<file path="src/rtl/sbuf_pkg.sv">
package sbuf_pkg;
  localparam int IDX_W = 2;
  localparam int DEPTH = 1 << IDX_W;

  typedef logic [IDX_W-1:0] idx_t;

  typedef enum logic {
    ORD_TOTAL   = 1'b0,
    ORD_PARTIAL = 1'b1
  } ord_e;

  // strobes from control to the slot array
  typedef struct packed {
    logic allocEn;
    idx_t allocIdx;
    idx_t allocAge;
    logic mergeEn;
    idx_t mergeIdx;
    logic retireEn;
    idx_t retireIdx;
    idx_t ldSel;
    idx_t rdIdx;
  } ctl_t;
endpackage

</file>
<file path="src/rtl/sbuf_data.sv">
module sbuf_data
  import sbuf_pkg::*;
#(
  parameter int ADDR_W = 16,
  parameter int DATA_W = 32
) (
  input  logic                        clk,
  input  logic                        rstN,
  input  ctl_t                        ctl,
  input  logic [ADDR_W-1:0]           stAddr,
  input  logic [DATA_W-1:0]           stData,
  input  logic [ADDR_W-1:0]           ldAddr,
  output logic [DEPTH-1:0]            validVec,
  output logic [DEPTH-1:0]            stMatchVec,
  output logic [DEPTH-1:0]            ldMatchVec,
  output logic [DEPTH-1:0][IDX_W-1:0] ageArr,
  output logic [DATA_W-1:0]           ldData,
  output logic [ADDR_W-1:0]           rdAddr,
  output logic [DATA_W-1:0]           rdData
);
  logic [DEPTH-1:0][ADDR_W-1:0] addrArr;
  logic [DEPTH-1:0][DATA_W-1:0] dataArr;
  idx_t retireAge;

  assign retireAge = ageArr[ctl.retireIdx];

  // slot storage; age 0 is the oldest held store
  always_ff @(posedge clk or negedge rstN) begin
    if (!rstN) begin
      validVec <= '0;
      ageArr   <= '0;
      addrArr  <= '0;
      dataArr  <= '0;
    end else begin
      for (int i = 0; i < DEPTH; i++) begin
        if (ctl.retireEn && validVec[i] && (ageArr[i] > retireAge))
          ageArr[i] <= ageArr[i] - 1'b1;
        if (ctl.retireEn && (ctl.retireIdx == idx_t'(i)))
          validVec[i] <= 1'b0;
        if (ctl.allocEn && (ctl.allocIdx == idx_t'(i))) begin
          validVec[i] <= 1'b1;
          addrArr[i]  <= stAddr;
          dataArr[i]  <= stData;
          ageArr[i]   <= ctl.allocAge;
        end
        if (ctl.mergeEn && (ctl.mergeIdx == idx_t'(i)))
          dataArr[i] <= stData;
      end
    end
  end

  for (genvar g = 0; g < DEPTH; g++) begin : gCmp
    assign stMatchVec[g] = validVec[g] && (addrArr[g] == stAddr);
    assign ldMatchVec[g] = validVec[g] && (addrArr[g] == ldAddr);
  end

  assign ldData = dataArr[ctl.ldSel];
  assign rdAddr = addrArr[ctl.rdIdx];
  assign rdData = dataArr[ctl.rdIdx];
endmodule

</file>
<file path="src/rtl/sbuf_ctrl.sv">
module sbuf_ctrl
  import sbuf_pkg::*;
(
  input  logic                        clk,
  input  logic                        rstN,
  input  logic                        modePso,
  input  logic                        stValid,
  input  logic                        ldValid,
  input  logic                        memAck,
  input  logic                        fenceReq,
  input  logic [DEPTH-1:0]            validVec,
  input  logic [DEPTH-1:0]            stMatchVec,
  input  logic [DEPTH-1:0]            ldMatchVec,
  input  logic [DEPTH-1:0][IDX_W-1:0] ageArr,
  output ctl_t                        ctl,
  output logic                        stReady,
  output logic                        ldReady,
  output logic                        ldHit,
  output logic                        memValid,
  output logic                        fenceDone
);
  localparam int CNT_W = IDX_W + 1;

  ord_e       ordMode;
  logic       inflight;
  idx_t       infIdx;
  logic       fenceActive;
  logic [CNT_W-1:0] count;
  idx_t       freeIdx, lowIdx, oldIdx, ldBest, mergeIdx, issueIdx;
  idx_t       ldBestAge, mergeAge;
  logic       ldAny, mergeHit;
  logic       accept, doMerge, doAlloc, doIssue, doRetire;

  assign ordMode = ord_e'(modePso);

  always_comb begin
    count = '0;
    for (int i = 0; i < DEPTH; i++)
      count = count + CNT_W'(validVec[i]);

    freeIdx = '0;
    lowIdx  = '0;
    for (int i = DEPTH - 1; i >= 0; i--) begin
      if (!validVec[i]) freeIdx = idx_t'(i);
      if (validVec[i])  lowIdx  = idx_t'(i);
    end

    oldIdx = '0;
    for (int i = 0; i < DEPTH; i++)
      if (validVec[i] && (ageArr[i] == '0)) oldIdx = idx_t'(i);

    ldAny = 1'b0;
    ldBest = '0;
    ldBestAge = '0;
    for (int i = 0; i < DEPTH; i++) begin
      if (ldMatchVec[i] && (!ldAny || (ageArr[i] > ldBestAge))) begin
        ldAny = 1'b1;
        ldBest = idx_t'(i);
        ldBestAge = ageArr[i];
      end
    end

    mergeHit = 1'b0;
    mergeIdx = '0;
    mergeAge = '0;
    for (int i = 0; i < DEPTH; i++) begin
      if (stMatchVec[i] && !(inflight && (infIdx == idx_t'(i))) &&
          (!mergeHit || (ageArr[i] > mergeAge))) begin
        mergeHit = 1'b1;
        mergeIdx = idx_t'(i);
        mergeAge = ageArr[i];
      end
    end
    if (ordMode != ORD_PARTIAL) mergeHit = 1'b0;
  end

  assign stReady = !fenceActive && ((count < CNT_W'(DEPTH)) || mergeHit);
  assign ldReady = !fenceActive;
  assign ldHit   = ldValid && ldReady && ldAny;

  assign accept   = stValid && stReady;
  assign doMerge  = accept && mergeHit;
  assign doAlloc  = accept && !mergeHit;
  assign doRetire = inflight && memAck;
  assign doIssue  = !inflight && (count != '0);
  assign issueIdx = (ordMode == ORD_PARTIAL) ? lowIdx : oldIdx;

  assign fenceDone = fenceActive && (count == '0) && !inflight;
  assign memValid  = inflight;

  always_comb begin
    ctl = '0;
    ctl.allocEn   = doAlloc;
    ctl.allocIdx  = freeIdx;
    ctl.allocAge  = idx_t'(count - CNT_W'(doRetire));
    ctl.mergeEn   = doMerge;
    ctl.mergeIdx  = mergeIdx;
    ctl.retireEn  = doRetire;
    ctl.retireIdx = infIdx;
    ctl.ldSel     = ldBest;
    ctl.rdIdx     = infIdx;
  end

  always_ff @(posedge clk or negedge rstN) begin
    if (!rstN) begin
      inflight    <= 1'b0;
      infIdx      <= '0;
      fenceActive <= 1'b0;
    end else begin
      if (doRetire) begin
        inflight <= 1'b0;
      end else if (doIssue) begin
        inflight <= 1'b1;
        infIdx   <= issueIdx;
      end
      if (fenceDone)
        fenceActive <= 1'b0;
      else if (fenceReq)
        fenceActive <= 1'b1;
    end
  end
endmodule

</file>
<file path="src/rtl/store_buf.sv">
module store_buf
  import sbuf_pkg::*;
#(
  parameter int ADDR_W = 16,
  parameter int DATA_W = 32
) (
  input  logic              clk,
  input  logic              rstN,
  input  logic              modePso,
  input  logic              stValid,
  output logic              stReady,
  input  logic [ADDR_W-1:0] stAddr,
  input  logic [DATA_W-1:0] stData,
  input  logic              ldValid,
  output logic              ldReady,
  input  logic [ADDR_W-1:0] ldAddr,
  output logic              ldHit,
  output logic [DATA_W-1:0] ldData,
  output logic              memValid,
  output logic [ADDR_W-1:0] memAddr,
  output logic [DATA_W-1:0] memData,
  input  logic              memAck,
  input  logic              fenceReq,
  output logic              fenceDone
);
  ctl_t                        ctl;
  logic [DEPTH-1:0]            validVec, stMatchVec, ldMatchVec;
  logic [DEPTH-1:0][IDX_W-1:0] ageArr;

  sbuf_ctrl ctrl_i (
    .clk(clk), .rstN(rstN), .modePso(modePso), .stValid(stValid),
    .ldValid(ldValid), .memAck(memAck), .fenceReq(fenceReq),
    .validVec(validVec), .stMatchVec(stMatchVec), .ldMatchVec(ldMatchVec),
    .ageArr(ageArr), .ctl(ctl), .stReady(stReady), .ldReady(ldReady),
    .ldHit(ldHit), .memValid(memValid), .fenceDone(fenceDone)
  );

  sbuf_data #(.ADDR_W(ADDR_W), .DATA_W(DATA_W)) data_i (
    .clk(clk), .rstN(rstN), .ctl(ctl), .stAddr(stAddr), .stData(stData),
    .ldAddr(ldAddr), .validVec(validVec), .stMatchVec(stMatchVec),
    .ldMatchVec(ldMatchVec), .ageArr(ageArr), .ldData(ldData),
    .rdAddr(memAddr), .rdData(memData)
  );
endmodule

</file>
<file path="config.mk">
export PLATFORM = sky130hd
export DESIGN_NAME = store_buf
export DESIGN_NICKNAME = d
export VERILOG_FILES = /design/src/rtl/sbuf_pkg.sv /design/src/rtl/sbuf_data.sv /design/src/rtl/sbuf_ctrl.sv /design/src/rtl/store_buf.sv
export SDC_FILE = /design/constraint.sdc
export NUM_CORES = 1
export LEC_CHECK = 0
export ABC_CLOCK_PERIOD_IN_PS = 25900
export BUFFER_PORTS_ARGS = -buffer_cell sky130_fd_sc_hd__buf_2
export CELL_PAD_IN_SITES_DETAIL_PLACEMENT = 1
export CELL_PAD_IN_SITES_GLOBAL_PLACEMENT = 1
export CORE_MARGIN = 2
export CORE_UTILIZATION = 52
export DETAILED_ROUTE_END_ITERATION = 16
export GPL_TIMING_DRIVEN = 1
export HOLD_SLACK_MARGIN = 0.12
export PLACE_DENSITY = 0.95
export SLEW_MARGIN = 20
export SYNTH_ARGS = -nofsm -noshare
export SYNTH_HDL_FRONTEND = slang
export SYNTH_SLANG_ARGS = --single-unit
</file>
<file path="constraint.sdc">
create_clock -name clk -period 25.9 [get_ports clk]
set_clock_uncertainty 0.15 [all_clocks]
set_input_delay 5.18 -clock clk [delete_from_list [all_inputs] [get_ports clk]]
set_output_delay 5.18 -clock clk [all_outputs]
set_load 0.005 [all_outputs]
</file>
======== Word level (Yosys, flattened, before mapping) ========
Index checks and enable logic that the tools add are counted.
storage, ports and cells
  register bits ........................... 208
cells by class
  add/subtract/negate cells ............... 8
  order comparisons ....................... 13
  eq/ne operators ......................... 17
  mux-type cells .......................... 69
  bitwise logic cells ..................... 1
  reductions and logical operators ........ 98
operators with widths
  kind                                                                  number
  32-bit two-way mux                                                    10
  32-bit binary-select mux with 2-bit select                            2
  16-bit == test                                                        8
  2-bit two-way mux                                                     30
  1-bit logical AND                                                     55
  16-bit binary-select mux with 2-bit select                            1
  2-bit nonzero test                                                    14
  1-bit two-way mux                                                     24
  2-bit greater-than comparator                                         10
  16-bit two-way mux                                                    1
  1-bit zero test                                                       13
  2-bit == test, second input constant                                  6
  2-bit zero test                                                       6
  2-bit by 1-bit subtractor with 2-bit output, second input constant    4
  1-bit logical OR                                                      7
  3-bit by 1-bit adder with 3-bit output                                2
  2-bit by 1-bit == test with 1-bit output, second input constant       3
  2-bit by 3-bit < comparator with 1-bit output, second input constant  2
  2-bit binary-select mux with 2-bit select                             1
  3-bit zero test                                                       1
  3-bit < comparator, second input constant                             1
  3-bit nonzero test                                                    1
  1-bit by 1-bit adder with 2-bit output                                1
  2-bit AND reduction                                                   1
  2 further kinds                                                       2

======== Longest topological paths before layout ========
  word-level depth ........................ 25
  depth in mapped cells ................... 28
  mapped depth without buffers ............ 26

======== By module ========
A second synthesis with hierarchy kept.
second synthesis, totals
  cell total of the unflattened synthesis .. 938
  area total of the unflattened synthesis .. 12,410.7 um^2
modules (own cells, without submodules)
  module     times used  cells each  area each (um^2)  sequential area each (um^2)
  sbuf_data  1           797         11,322.1          5,104.9
  sbuf_ctrl  1           141         1,088.5           100.1

======== Worst setup path before layout ========
Ideal clock, no wire load.
  kind .................................... input -> output
  start point ............................. input port ldAddr[0]
  end point ............................... output port ldData[11]
  arrival ................................. 10,317 ps
  required time ........................... 20,570 ps
  path slack .............................. 10,253 ps
  stages .................................. 26
  cells stage by stage .................... clkbuf_1 -> xnor2_1 -> nand4_1 -> or4_1 -> nor2_1 -> nand2_1 -> ha_1 -> nor2b_1 -> o21ai_0 -> nand2_1 -> o211a_1 -> a22oi_1 -> ha_1 -> and2b_2 -> o21ai_0 -> a21oi_1 -> mux2_2 -> ha_1 -> nor2b_1 -> o21ai_0 -> inv_1 -> a221oi_4 -> buf_4 -> o21ai_1 -> a2bb2o_1 -> o21ai_1
on the way
  word-level cells in the longest chain between the ends .. 17
  elaborated cells on any way between the ends .. 31
  classes of those cells .................. 3 x order compare; 4 x eq/ne; 11 x mux; 13 x reduce/logical
RTL lines
  what                                                              RTL line         source
  start, declared                                                   store_buf.sv:16  input logic [ADDR_W-1:0] ldAddr,
  16-bit == test                                                    sbuf_data.sv:54  assign ldMatchVec[g] = validVec[g] && (addrArr[g] == ldAddr);
  1-bit logical AND                                                 sbuf_data.sv:54
  2-bit two-way mux or 1-bit two-way mux (tied branches)            sbuf_ctrl.sv:56  if (ldMatchVec[i] && (!ldAny || (ageArr[i] > ldBestAge))) begin
  2-bit greater-than comparator or 1-bit zero test (tied branches)  sbuf_ctrl.sv:56
  1-bit logical OR                                                  sbuf_ctrl.sv:56
  1-bit logical AND                                                 sbuf_ctrl.sv:56
  2-bit two-way mux or 1-bit two-way mux (tied branches)            sbuf_ctrl.sv:56
  2-bit greater-than comparator or 1-bit zero test (tied branches)  sbuf_ctrl.sv:56
  1-bit logical OR                                                  sbuf_ctrl.sv:56
  1-bit logical AND                                                 sbuf_ctrl.sv:56
  2-bit two-way mux or 1-bit two-way mux (tied branches)            sbuf_ctrl.sv:56
  2-bit greater-than comparator or 1-bit zero test (tied branches)  sbuf_ctrl.sv:56
  1-bit logical OR                                                  sbuf_ctrl.sv:56
  1-bit logical AND                                                 sbuf_ctrl.sv:56
  2-bit two-way mux *                                               sbuf_ctrl.sv:56
  32-bit binary-select mux with 2-bit select *                      sbuf_data.sv:57  assign ldData = dataArr[ctl.ldSel];
  32-bit two-way mux (not written as such) *                        sbuf_data.sv:57
  end, declared                                                     store_buf.sv:18  output logic [DATA_W-1:0] ldData,
Mark *: on every way between the ends. The rest lies on a longest branch, timed or not. The select of a mux whose other input is x is not followed.

======== Worst setup path after layout ========
  start point ............................. input port ldAddr[13]
  end point ............................... output port ldData[31]
Same word-level chain as after synthesis.

==> out/summary.md <==
The run finished with clean final reports. The run gives 0 as the total count of max-transition violations in the final report. The count of distinct cell types in the synthesized netlist was 67.

Clock latency on the worst-skew pair, taken at its later pin, is 0.54 ns. The final clock period utilization by the worst path was 0.6706. The tree is rooted in a sky130_fd_sc_hd__clkbuf_16. The async set-or-reset flop fraction in the synthesized netlist was 1.000; the HPWL after detailed placement was 28500 microns. The number of gates resized after cts was 0; the count of synthesis-stage warnings from yosys was 0. STA classifies the critical path startpoint as a primary input. The arrival time at the worst endpoint was 12.04 ns.

The number of global-route vias before repair was 11070. IR analysis of the VDD net gives a maximum drop of 73.67 uV. The cell count after synthesis came out at 1066.

The run gives 0 as the reported max-cap violation count. The area share of the leading cell type in the synthesized netlist works out to 0.4055. The first global-routing pass estimated 67270 microns of wire. The worst hold path begins at data_i.dataArr[103]. The area share of xor/xnor cells in the synthesized design was 0.09076.

Yosys mapped a number of flops with a built-in enable equal to 0. The portion of the post-synthesis area used by sequential elements was 0.4055; the overall fraction of global-route tracks in use was 0.3340. The post-route setup TNS is 0 ns. Setup repair after global routing left no endpoint under its margin. Post-cts hold buffer count: 0. Quantity of I/O buffers inserted on ports: 155.

Main combinational cell family by area after synthesis: multiplexers. The count of nets left with antenna violations once routing finished came out at 0. The die is 161.1 microns wide.

The tools report the maximum root-to-sink buffer count as 3. Of all nets on the critical path, the largest fanout is 64. The number of antenna violations at the first check in global routing was 3; the weighted congestion at the end of routability-driven global placement was 0.9710. Static timing analysis puts the maximum clock frequency at 57.58 MHz. For this design the top-level I/O count stands at 156.

Among all flip-flop cells after synthesis, the most frequent one is sky130_fd_sc_hd__dfrtp_1. The critical path is of the primary input to output port type. The synthesized-area fraction occupied by and/or/nand/nor cells works out to 0.07165. The length in cells of the worst reg-to-reg path is 23, and the starting density of the core is 0.5293.

Relative to the synthesized area, the layout overhead comes to 13.50%. The worst hold path stage count is 1. In this run the power density over the cells is 124.9 mW/mm^2.

After floorplanning, the core was divided into 57 placement rows. In the final routed layout, each cell accounts on average for 28.29 microns. The synthesized design contains 208 register bits. Iteration count of the initial detailed-routing pass: 6. The layout cell share with drive strength beyond 1 is 0.3859.

For the worst setup path, the data required time is 20.57 ns. The tools report the final number of hold-violating endpoints as 0. The via count was 10050.

The shortest clock period the worst path allows after layout is 17.37 ns, and the compound-gate portion of the synthesized area is 0.08257. The synthesized-area fraction occupied by adder cells works out to 0.02788. For this block, the routed nets add up to 43370 microns of wire. The deepest level of the CTS H-tree was 1. The clock-pin transition on the worst setup and hold timing paths was 0.06 ns. After the last flow step, the layout net total stands at 1287. OpenSTA, run right after detailed placement, puts the worst setup slack at 8.939 ns.

The number of nets in the synthesized netlist is 1165. Endpoint class of the critical path: an output port. The worst hold path belongs to the class register to register. Setup violations remaining at the end of the flow were counted as 0.

In this run the post-CTS setup repair buffer count came out at 0. The floorplan die area was 0.02595 sq mm. For the number of buffers inserted during clock tree synthesis, the log shows 24. In the post-synthesis netlist, the biggest area contributors are sky130_fd_sc_hd__dfrtp_1, sky130_fd_sc_hd__mux2_2, sky130_fd_sc_hd__mux4_2.

The mapped cell area is 0.01283 sq mm. The tools report the remaining routing DRC violations as 0. The actual transition at the worst max-transition pin was 1.106 ns; the final global-route overflow total was 0.

TritonCTS built the clock tree. Dividing the detail-routed via count by the number of cells gives 6.558. Number of DRC violations after detailed-routing iteration 0: 814. The pin count of the biggest net entering global routing is 75.

For this design the static power due to leakage is 6.345 nW. The height of the die is 161.1 microns. The worst max-slew margin expressed relative to the limit was 0.2625; the multiplexer share of the synthesized area was 0.2846.

sky130_fd_sc_hd__dfrtp_1 takes more of the synthesized area than any other cell. In this run the worst setup path begins at ldAddr[13]. The region available for standard cell placement spans 0.02425 sq mm.

The clock sink count came out at 208. The final worst slack came out at 8.533 ns. The reg-to-reg critical path startpoint was ctrl_i.infIdx[1]. The mean post-synth cell area came out at 12.04 sq um.
cells by family (layout without fill, tap and decap cells):
logic type | after synthesis | in the layout
AO/OA/AOI/OAI | 158 | 158
XOR/XNOR | 133 | 133
adder cells (fa/ha/maj) | 28 | 28
buffers and inverters | 95 | 234
flip-flops | 208 | 208
multiplexers | 278 | 278
other | 0 | 4
AND/OR/NAND/NOR | 166 | 166
layer usage:
layer	vias up	global-route usage	part of all wire
li1	4172	-	-
met1	5217	0.4154	0.38
met2	505	0.5767	0.50
met3	159	0.05675	0.067
met4	0	0.1449	0.048
met5	-	0	0
worst paths after layout:
| path | endpoint | slack (ns) |
|---|---|---|
| worst min register to register | data_i.dataArr[103] | 0.38 |
| max in group asynchronous | data_i.dataArr[18] | 18.96 |
| worst min-delay path | data_i.dataArr[103] | 0.38 |
| min in group asynchronous | data_i.addrArr[38] | 4.48 |
| worst max register to register | data_i.dataArr[10] | 18.73 |
| worst max-delay path | ldData[31] | 8.53 |
critical path, cell delays in order:
cell	delay (ns)
sky130_fd_sc_hd__buf_2	0.14
sky130_fd_sc_hd__xnor2_1	0.33
sky130_fd_sc_hd__nand4_1	0.16
sky130_fd_sc_hd__or4_1	0.61
sky130_fd_sc_hd__nor2_1	0.18
sky130_fd_sc_hd__nand2_1	0.08
sky130_fd_sc_hd__ha_1	0.32
sky130_fd_sc_hd__nor2b_1	0.14
sky130_fd_sc_hd__o21ai_0	0.25
sky130_fd_sc_hd__nand2_1	0.10
sky130_fd_sc_hd__o211a_1	0.27
sky130_fd_sc_hd__a22oi_1	0.29
sky130_fd_sc_hd__ha_1	0.31
sky130_fd_sc_hd__and2b_2	0.21
sky130_fd_sc_hd__o21ai_0	0.42
sky130_fd_sc_hd__a21oi_1	0.23
sky130_fd_sc_hd__mux2_2	0.34
sky130_fd_sc_hd__ha_1	0.31
sky130_fd_sc_hd__nor2b_1	0.15
sky130_fd_sc_hd__o21ai_0	0.17
sky130_fd_sc_hd__inv_1	0.13
sky130_fd_sc_hd__a221oi_4	0.22
sky130_fd_sc_hd__buf_4	0.55
sky130_fd_sc_hd__o21ai_0	0.26
sky130_fd_sc_hd__a2bb2o_1	0.32
sky130_fd_sc_hd__o21ai_0	0.12
sky130_fd_sc_hd__buf_2	0.20
power breakdown:
part           switching [mW]  internal (mW)
sequential              0.196          0.471
combinational           0.390          0.417
clock                   0.143          0.202
cell type report:
| cell class | instances | area, sq um |
|---|---|---|
| inverter | 22 | 82.58 |
| timing repair buffer | 169 | 889.6 |
| multi-input combinational | 763 | 7179 |
| sequential | 208 | 5213 |
| fill | 2500 | 9681 |
| clock buffer | 33 | 674.4 |
| antenna | 4 | 10.01 |
| tap | 324 | 405.4 |
| clock inverter | 10 | 113.9 |
metrics by stage:
stage          hold slack (ns)  std cells  cell area (sq um)  power, mW    util
6_report                0.3781       1533              14570      1.819  0.6008
4_1_cts                 0.3774       1529              14560      1.810  0.6004
5_1_grt                 0.3912       1531              14560      1.900  0.6006
2_1_floorplan           0.3250       1066              12830      1.110       -
3_3_place_gp            0.3461       1486              13770      1.364  0.5679
3_5_place_dp            0.3647       1486              13770      1.433  0.5679
cells in the mapped netlist, types with 2 or more instances:
master	number
sky130_fd_sc_hd__nand4_1	28
sky130_fd_sc_hd__nor4bb_1	2
sky130_fd_sc_hd__clkbuf_2	7
sky130_fd_sc_hd__a21oi_1	12
sky130_fd_sc_hd__a22oi_1	2
sky130_fd_sc_hd__o31ai_1	2
sky130_fd_sc_hd__mux2_2	191
sky130_fd_sc_hd__nor4b_1	2
sky130_fd_sc_hd__o21ai_0	41
sky130_fd_sc_hd__nand4b_1	2
sky130_fd_sc_hd__ha_1	27
sky130_fd_sc_hd__buf_4	5
sky130_fd_sc_hd__nand3_1	6
sky130_fd_sc_hd__buf_1	7
sky130_fd_sc_hd__a31oi_1	2
sky130_fd_sc_hd__mux2i_1	33
sky130_fd_sc_hd__a2bb2o_1	32
sky130_fd_sc_hd__mux4_2	50
sky130_fd_sc_hd__nor2_1	23
sky130_fd_sc_hd__xor2_1	48
sky130_fd_sc_hd__clkbuf_1	19
sky130_fd_sc_hd__and3_1	3
sky130_fd_sc_hd__xnor2_1	85
sky130_fd_sc_hd__o21ai_1	48
sky130_fd_sc_hd__buf_6	3
sky130_fd_sc_hd__buf_8	2
sky130_fd_sc_hd__inv_1	21
sky130_fd_sc_hd__nor3b_1	2
sky130_fd_sc_hd__dfrtp_1	208
sky130_fd_sc_hd__o2111ai_1	4
sky130_fd_sc_hd__buf_2	29
sky130_fd_sc_hd__o21a_1	4
sky130_fd_sc_hd__nand3b_1	3
sky130_fd_sc_hd__nor3_1	10
sky130_fd_sc_hd__mux2_1	4
sky130_fd_sc_hd__nor2b_1	13
sky130_fd_sc_hd__nor4_1	11
sky130_fd_sc_hd__nand2_1	46
cells in the final DEF (no fill, tap or decap), drive strengths merged, types with 8 or more instances in the layout:
master,instances
ha,27
clkbuf,34
clkinv,8
inv,21
a21oi,12
nor3,10
mux2i,33
xor2,48
dfrtp,208
mux2,195
nand2,46
mux4,50
nor2b,13
o21ai,89
nor2,23
nand4,28
xnor2,85
nor4,13
a2bb2o,32
buf,168
registers in the layout, summed over array words and instances, names as in the netlist:
register	cells
data_i.validVec	4
data_i.dataArr	128
ctrl_i.fenceActive	1
ctrl_i.memValid	1
data_i.addrArr	64
ctrl_i.infIdx	2
data_i.ageArr	8
Note: power is estimated with default switching activity, not from simulation.
